===== src/rtl/fft24_pkg.sv =====
package fft24_pkg;

   // Twiddle coefficient: signed 2-bit real and imaginary parts
   typedef struct packed {
      logic signed [1:0] re;
      logic signed [1:0] im;
   } twc_t;

   localparam int unsigned FRAME   = 4;
   localparam int unsigned HALF_FR = FRAME / 2;

   // Only the first half of the twiddle set is stored; the index wraps
   // modulo the frame and the upper half is the negated lower half.
   function automatic twc_t twiddle4(input int unsigned k);
      int unsigned kk;
      twc_t        t;
      kk = k % FRAME;
      case (kk % HALF_FR)
         0:       begin t.re = 2'sd1; t.im = 2'sd0;  end
         default: begin t.re = 2'sd0; t.im = -2'sd1; end
      endcase
      if (kk >= HALF_FR) begin
         t.re = -t.re;
         t.im = -t.im;
      end
      return t;
   endfunction

endpackage


===== src/rtl/xw_mult_u.sv =====
// Unsigned column-wise multiplier: each result column sums its crosswise
// bit products plus the carry from the previous column.
module xw_mult_u #(
   parameter int N = 5
) (
   input  logic [N-1:0]   a,
   input  logic [N-1:0]   b,
   output logic [2*N-1:0] p
);
   localparam int NCOL = 2 * N - 1;
   localparam int CW   = $clog2(2 * N) + 2;

   if (N < 1) begin : g_bad_n
      $error("xw_mult_u: N must be at least 1");
   end

   logic [NCOL-1:0][N-1:0] pp;

   for (genvar k = 0; k < NCOL; k++) begin : g_col
      for (genvar i = 0; i < N; i++) begin : g_bit
         if ((k - i >= 0) && (k - i < N)) begin : g_on
            assign pp[k][i] = a[i] & b[k-i];
         end else begin : g_off
            assign pp[k][i] = 1'b0;
         end
      end
   end

   always_comb begin
      logic [CW-1:0] carry;
      logic [CW-1:0] s;
      carry = '0;
      p     = '0;
      for (int k = 0; k < NCOL; k++) begin
         s     = carry + CW'($countones(pp[k]));
         p[k]  = s[0];
         carry = s >> 1;
      end
      p[2*N-1] = carry[0];
   end
endmodule


===== src/rtl/sgn_mult.sv =====
// Signed wrapper: magnitudes into the unsigned core, negate on sign mismatch.
module sgn_mult #(
   parameter int AW = 5,
   parameter int BW = 2
) (
   input  logic signed [AW-1:0]    a,
   input  logic signed [BW-1:0]    b,
   output logic signed [AW+BW-1:0] p
);
   localparam int MW = (AW > BW) ? AW : BW;
   localparam int PW = AW + BW;

   if (AW < 2 || BW < 2) begin : g_bad_w
      $error("sgn_mult: operand widths must be at least 2");
   end

   logic [AW-1:0]   mag_a;
   logic [BW-1:0]   mag_b;
   logic [2*MW-1:0] uprod;
   logic [PW-1:0]   uprod_t;
   logic            neg;

   assign mag_a   = a[AW-1] ? (~a + 1'b1) : a;
   assign mag_b   = b[BW-1] ? (~b + 1'b1) : b;
   assign neg     = a[AW-1] ^ b[BW-1];

   xw_mult_u #(.N(MW)) u_core (
      .a (MW'(mag_a)),
      .b (MW'(mag_b)),
      .p (uprod)
   );

   assign uprod_t = uprod[PW-1:0];
   assign p       = neg ? -$signed(uprod_t) : $signed(uprod_t);
endmodule


===== src/rtl/twiddle_rot.sv =====
// Complex rotation of a stage-one difference by a twiddle coefficient.
module twiddle_rot
   import fft24_pkg::*;
#(
   parameter int DW = 5
) (
   input  logic signed [DW-1:0] dr,
   input  logic signed [DW-1:0] di,
   input  twc_t                 c,
   output logic signed [DW:0]   tr,
   output logic signed [DW:0]   ti
);
   localparam int PW = DW + 2;

   logic signed [PW-1:0] p_rr, p_ii, p_ri, p_ir;

   sgn_mult #(.AW(DW), .BW(2)) u_rr (.a(dr), .b(c.re), .p(p_rr));
   sgn_mult #(.AW(DW), .BW(2)) u_ii (.a(di), .b(c.im), .p(p_ii));
   sgn_mult #(.AW(DW), .BW(2)) u_ri (.a(dr), .b(c.im), .p(p_ri));
   sgn_mult #(.AW(DW), .BW(2)) u_ir (.a(di), .b(c.re), .p(p_ir));

   logic signed [PW:0] sum_r, sum_i;
   assign sum_r = PW'(p_rr) - PW'(p_ii);
   assign sum_i = PW'(p_ri) + PW'(p_ir);

   // Coefficient magnitude never exceeds one, so DW+1 bits hold the result.
   assign tr = sum_r[DW:0];
   assign ti = sum_i[DW:0];
endmodule


===== src/rtl/fft24_recfg.sv =====
module fft24_recfg
   import fft24_pkg::*;
#(
   parameter int W = 4
) (
   input  logic                mode_4pt,
   input  logic signed [W-1:0] xr0,
   input  logic signed [W-1:0] xi0,
   input  logic signed [W-1:0] xr1,
   input  logic signed [W-1:0] xi1,
   input  logic signed [W-1:0] xr2,
   input  logic signed [W-1:0] xi2,
   input  logic signed [W-1:0] xr3,
   input  logic signed [W-1:0] xi3,
   output logic signed [W+2:0] yr0,
   output logic signed [W+2:0] yi0,
   output logic signed [W+2:0] yr1,
   output logic signed [W+2:0] yi1,
   output logic signed [W+2:0] yr2,
   output logic signed [W+2:0] yi2,
   output logic signed [W+2:0] yr3,
   output logic signed [W+2:0] yi3
);
   localparam int SW = W + 1;   // stage-one width
   localparam int TW = W + 2;   // rotated difference width
   localparam int OW = W + 3;   // output width
   localparam int NB = HALF_FR; // butterflies per stage

   if (W < 2 || W > 16) begin : g_bad_w
      $error("fft24_recfg: W must lie in 2..16");
   end

   // Inputs as arrays; upper half masked in two-point mode
   logic signed [W-1:0] in_r [FRAME];
   logic signed [W-1:0] in_i [FRAME];

   always_comb begin
      in_r[0] = xr0; in_i[0] = xi0;
      in_r[1] = xr1; in_i[1] = xi1;
      in_r[2] = mode_4pt ? xr2 : '0;
      in_i[2] = mode_4pt ? xi2 : '0;
      in_r[3] = mode_4pt ? xr3 : '0;
      in_i[3] = mode_4pt ? xi3 : '0;
   end

   // Stage one: sums and rotated differences
   logic signed [SW-1:0] a_r [NB];
   logic signed [SW-1:0] a_i [NB];
   logic signed [SW-1:0] d_r [NB];
   logic signed [SW-1:0] d_i [NB];
   logic signed [TW-1:0] t_r [NB];
   logic signed [TW-1:0] t_i [NB];

   for (genvar n = 0; n < NB; n++) begin : g_s1
      assign a_r[n] = SW'(in_r[n]) + SW'(in_r[n+NB]);
      assign a_i[n] = SW'(in_i[n]) + SW'(in_i[n+NB]);
      assign d_r[n] = SW'(in_r[n]) - SW'(in_r[n+NB]);
      assign d_i[n] = SW'(in_i[n]) - SW'(in_i[n+NB]);

      twiddle_rot #(.DW(SW)) u_rot (
         .dr (d_r[n]),
         .di (d_i[n]),
         .c  (twiddle4(n)),
         .tr (t_r[n]),
         .ti (t_i[n])
      );
   end

   // Stage two: results come out in bit-reversed order (0, 2, 1, 3)
   logic signed [OW-1:0] br_r [FRAME];
   logic signed [OW-1:0] br_i [FRAME];

   assign br_r[0] = OW'(a_r[0]) + OW'(a_r[1]);
   assign br_i[0] = OW'(a_i[0]) + OW'(a_i[1]);
   assign br_r[1] = OW'(a_r[0]) - OW'(a_r[1]);
   assign br_i[1] = OW'(a_i[0]) - OW'(a_i[1]);
   assign br_r[2] = OW'(t_r[0]) + OW'(t_r[1]);
   assign br_i[2] = OW'(t_i[0]) + OW'(t_i[1]);
   assign br_r[3] = OW'(t_r[0]) - OW'(t_r[1]);
   assign br_i[3] = OW'(t_i[0]) - OW'(t_i[1]);

   // Reorder to natural order; in two-point mode bin 1 is the sum/difference
   // butterfly output and the upper bins are zero.
   always_comb begin
      yr0 = br_r[0];
      yi0 = br_i[0];
      if (mode_4pt) begin
         yr1 = br_r[2]; yi1 = br_i[2];
         yr2 = br_r[1]; yi2 = br_i[1];
         yr3 = br_r[3]; yi3 = br_i[3];
      end else begin
         yr1 = br_r[1]; yi1 = br_i[1];
         yr2 = '0;      yi2 = '0;
         yr3 = '0;      yi3 = '0;
      end
   end
endmodule


===== config.mk =====
export PLATFORM = sky130hd
export DESIGN_NAME = fft24_recfg
export DESIGN_NICKNAME = d
export VERILOG_FILES = /design/src/rtl/fft24_pkg.sv /design/src/rtl/xw_mult_u.sv /design/src/rtl/sgn_mult.sv /design/src/rtl/twiddle_rot.sv /design/src/rtl/fft24_recfg.sv
export SDC_FILE = /design/constraint.sdc
export NUM_CORES = 1
export LEC_CHECK = 0
export ABC_AREA = 1
export CELL_PAD_IN_SITES_DETAIL_PLACEMENT = 2
export CELL_PAD_IN_SITES_GLOBAL_PLACEMENT = 2
export CORE_MARGIN = 4
export CORE_UTILIZATION = 28
export DETAILED_ROUTE_END_ITERATION = 12
export MAX_ROUTING_LAYER = met4
export PLACE_DENSITY = 0.88
export SLEW_MARGIN = 20
export SYNTH_ARGS = -nofsm -noshare
export SYNTH_HDL_FRONTEND = slang
export SYNTH_SLANG_ARGS = --single-unit
export TNS_END_PERCENT = 20

===== constraint.sdc =====
create_clock -name vclk -period 10.3
set_input_delay 2.575 -clock vclk [all_inputs]
set_output_delay 2.575 -clock vclk [all_outputs]
set_load 0.1 [all_outputs]

==> qor.csv <==
stage,metric,value,unit
status,status,"finished, final reports clean",
yosys,"Avg Cell Area, Syn",6.15,um^2
sta,RSZ-0062 raised after global routing,no,
sta,measured slew at the worst slew-check pin,0.997,ns
finish,Finished Layout Cells,915,
detailed_routing,WL/cell,16.8,um
worst_setup_path,Crit. End Element,output port,
sta,Worst slew margin,33.4,%
grt,total gr overflow,0,
yosys,Synth Instances,659,
yosys,synth warn,0,
finish,antenna cells,0,
finish,area growth from synthesis to layout,30.7,%
finish,Storage cell area,0,um^2
finish,Seq cells,0,
floorplan,DIE AREA,16500,um^2
grt,GRT Overall Usage,18.8,%
yosys,Syn Nets,796,
detailed_routing,total wire length,15300,um
placed_design,dpl hpwl,13800,um
power_and_ir_drop,VDD IR-drop max,256,uV
grt,first-pass GRT wire length,25100,um
finish,share of cells above drive strength 1,11.2,%
min_path,worst hold stages,5,
yosys,Unique masters post-synth,41,
yosys,dominant cells by area after synthesis,"ha_1 (27%), nand2_1 (14%), inv_1 (13%)",
min_path,Worst Hold Path EP,yr3[5],
floorplan,Die W,128,um
yosys,Yosys top cell area share,27.2,%
detailed_routing,Vias,4511,
floorplan,die span in y,128,um
placed_design,Inst Count DP,915,
min_path,Hold Path Origin,mode_4pt,
worst_setup_path,CP arrival,7.18,ns
floorplan,row count,43,
detailed_routing,DRT iter0 DRCs,80,
sta,minimum clock period,9.75,ns
placed_design,Post-DP Area,5300,um^2
yosys,Yosys top cell by area,ha_1,
detailed_routing,DRT antenna net count,0,
grt,pin count of the biggest net entering global routing,46,
sta,Slew Limit Fails,0,
yosys,most numerous cell in the Yosys netlist,nand2_1,
yosys,top post-synthesis cells by count,"nand2_1 (148), inv_1 (138), ha_1 (88)",
yosys,"Seq/Total Area, Yosys",0,%
detailed_routing,vias per cell,4.93,
job,Max Cap Viol,0,
placed_design,routability cong.,0.834,
floorplan,Initial Util,28.9,%
min_path,Hold Path Class,input port to output port,
finish,post-route design area,5300,um^2
worst_setup_path,Critical Path RT,7.73,ns
finish,nets@finish,874,
clock_network,Post-CTS Hold Fix Bufs,0,
finish,final core utilization,37.7,%
grt,vias in the first global route,5083,
sta,period utilisation layout,94.7,%
finish,clock buf count,0,
grt,antenna violations before repair,0,
sta,Max Fclk,0.103,GHz
power_and_ir_drop,P_leak,0.00298,uW
detailed_routing,DR pass1 iterations,4,
sta,Fin. Hold Viols,0,
worst_setup_path,crit-path max FO,45,
sta,TNS Setup,0,ns
worst_setup_path,Startpoint Class,input port,
worst_setup_path,Crit Path Class,input port to output port,
sta,hold_ws,6.20,ns
detailed_routing,DRC violation count after routing,0,
placed_design,Buffers on Ports,89,
floorplan,Core Region,14000,um^2
floorplan,number of I/O pins,89,
power_and_ir_drop,PD cells,279,nW/um^2
yosys,Synth Cell Area,4050,um^2
sta,Setup Viol. Count Final,0,
cell type report:
| class | count | area (um^2) |
|---|---|---|
| timing repair buffer | 91 | 1100 |
| tap | 180 | 225 |
| multi-input combinational | 501 | 3440 |
| fill | 1695 | 8740 |
| inverter | 143 | 538 |
logic make-up (layout without fill, tap and decap cells):
family,count (synthesis),count (layout),synth area share [%]
AO/OA/AOI/OAI,101,101,14.6
XOR/XNOR,27,27,5.83
adder cells (fa/ha/maj),104,104,35.1
buffers and inverters,158,234,15.3
AND/OR/NAND/NOR,269,269,29.2
repair_timing:
item / 4_1_cts / 5_1_grt
resized for setup: 0 / 1
setup endpoints to repair: 0 / 1
buffers inserted: 0 / 0
cells in the final DEF, fill, tap and decap left out, drive strengths merged:
cell,instances
ha,88
nand2,163
a21boi,2
a2111o,1
a31oi,3
o22ai,4
nand3,38
nand3b,3
fa,16
xor2,20
nand4,5
o31ai,3
o21ai,45
a22o,2
a2111oi,1
clkdlybuf4s50,41
a221o,2
o21bai,3
a21o,1
nor3,7
xnor2,7
inv,142
a221oi,1
and2,2
clkinv,1
buf,50
nor2,47
or2,4
a21oi,33
power by group:
group	switching, uW	internal [uW]	total (uW)	leakage [uW]
sequential	0	0	0	0
combinational	1060	417	1480	0.00298
clock	0	0	0	0
through the flow:
stage          worst slack (ns)  power, uW
3_3_place_gp              0.815       1440
5_1_grt                  0.0639       1570
2_1_floorplan            -0.411       1050
6_report                  0.546       1480
4_1_cts                   0.438       1490
3_5_place_dp              0.457       1480
routing by layer:
metal / vias to the layer above / part of all wire [%] / track usage (%)
li1: 2214 / - / -
met1: 2221 / 41 / 20.7
met2: 58 / 56 / 38.0
met3: 18 / 1.5 / 0.625
met4: 0 / 1.2 / 2.37
met5: - / 0 / -
worst max-delay path, stage by stage:
cell	delay, ns
clkdlybuf4s50_1	0.56
buf_12	0.26
nand2_1	0.08
inv_1	0.09
ha_1	0.15
inv_1	0.07
fa_1	0.41
nand2_1	0.13
nand3_1	0.10
nand2_2	0.17
clkinv_2	0.14
nand2_1	0.12
o21ai_2	0.08
ha_1	0.19
nand3b_1	0.15
nand3_1	0.10
o21ai_0	0.16
ha_2	0.48
inv_1	0.07
a21oi_1	0.12
nand2_1	0.10
a21oi_1	0.17
nor2_1	0.07
o21ai_0	0.15
nand2_1	0.07
nor2_1	0.18
buf_12	0.21
worst max-delay path by stage:
stage / cells past startpoint / start / to
2_1_floorplan: 25 / mode_4pt / yr1[6]
3_3_place_gp: 27 / mode_4pt / yr3[5]
3_5_place_dp: 27 / mode_4pt / yr3[5]
4_1_cts: 27 / mode_4pt / yr3[5]
5_1_grt: 27 / mode_4pt / yr3[5]
6_report: 27 / mode_4pt / yr3[5]
Power figures use the tool's default switching activity.
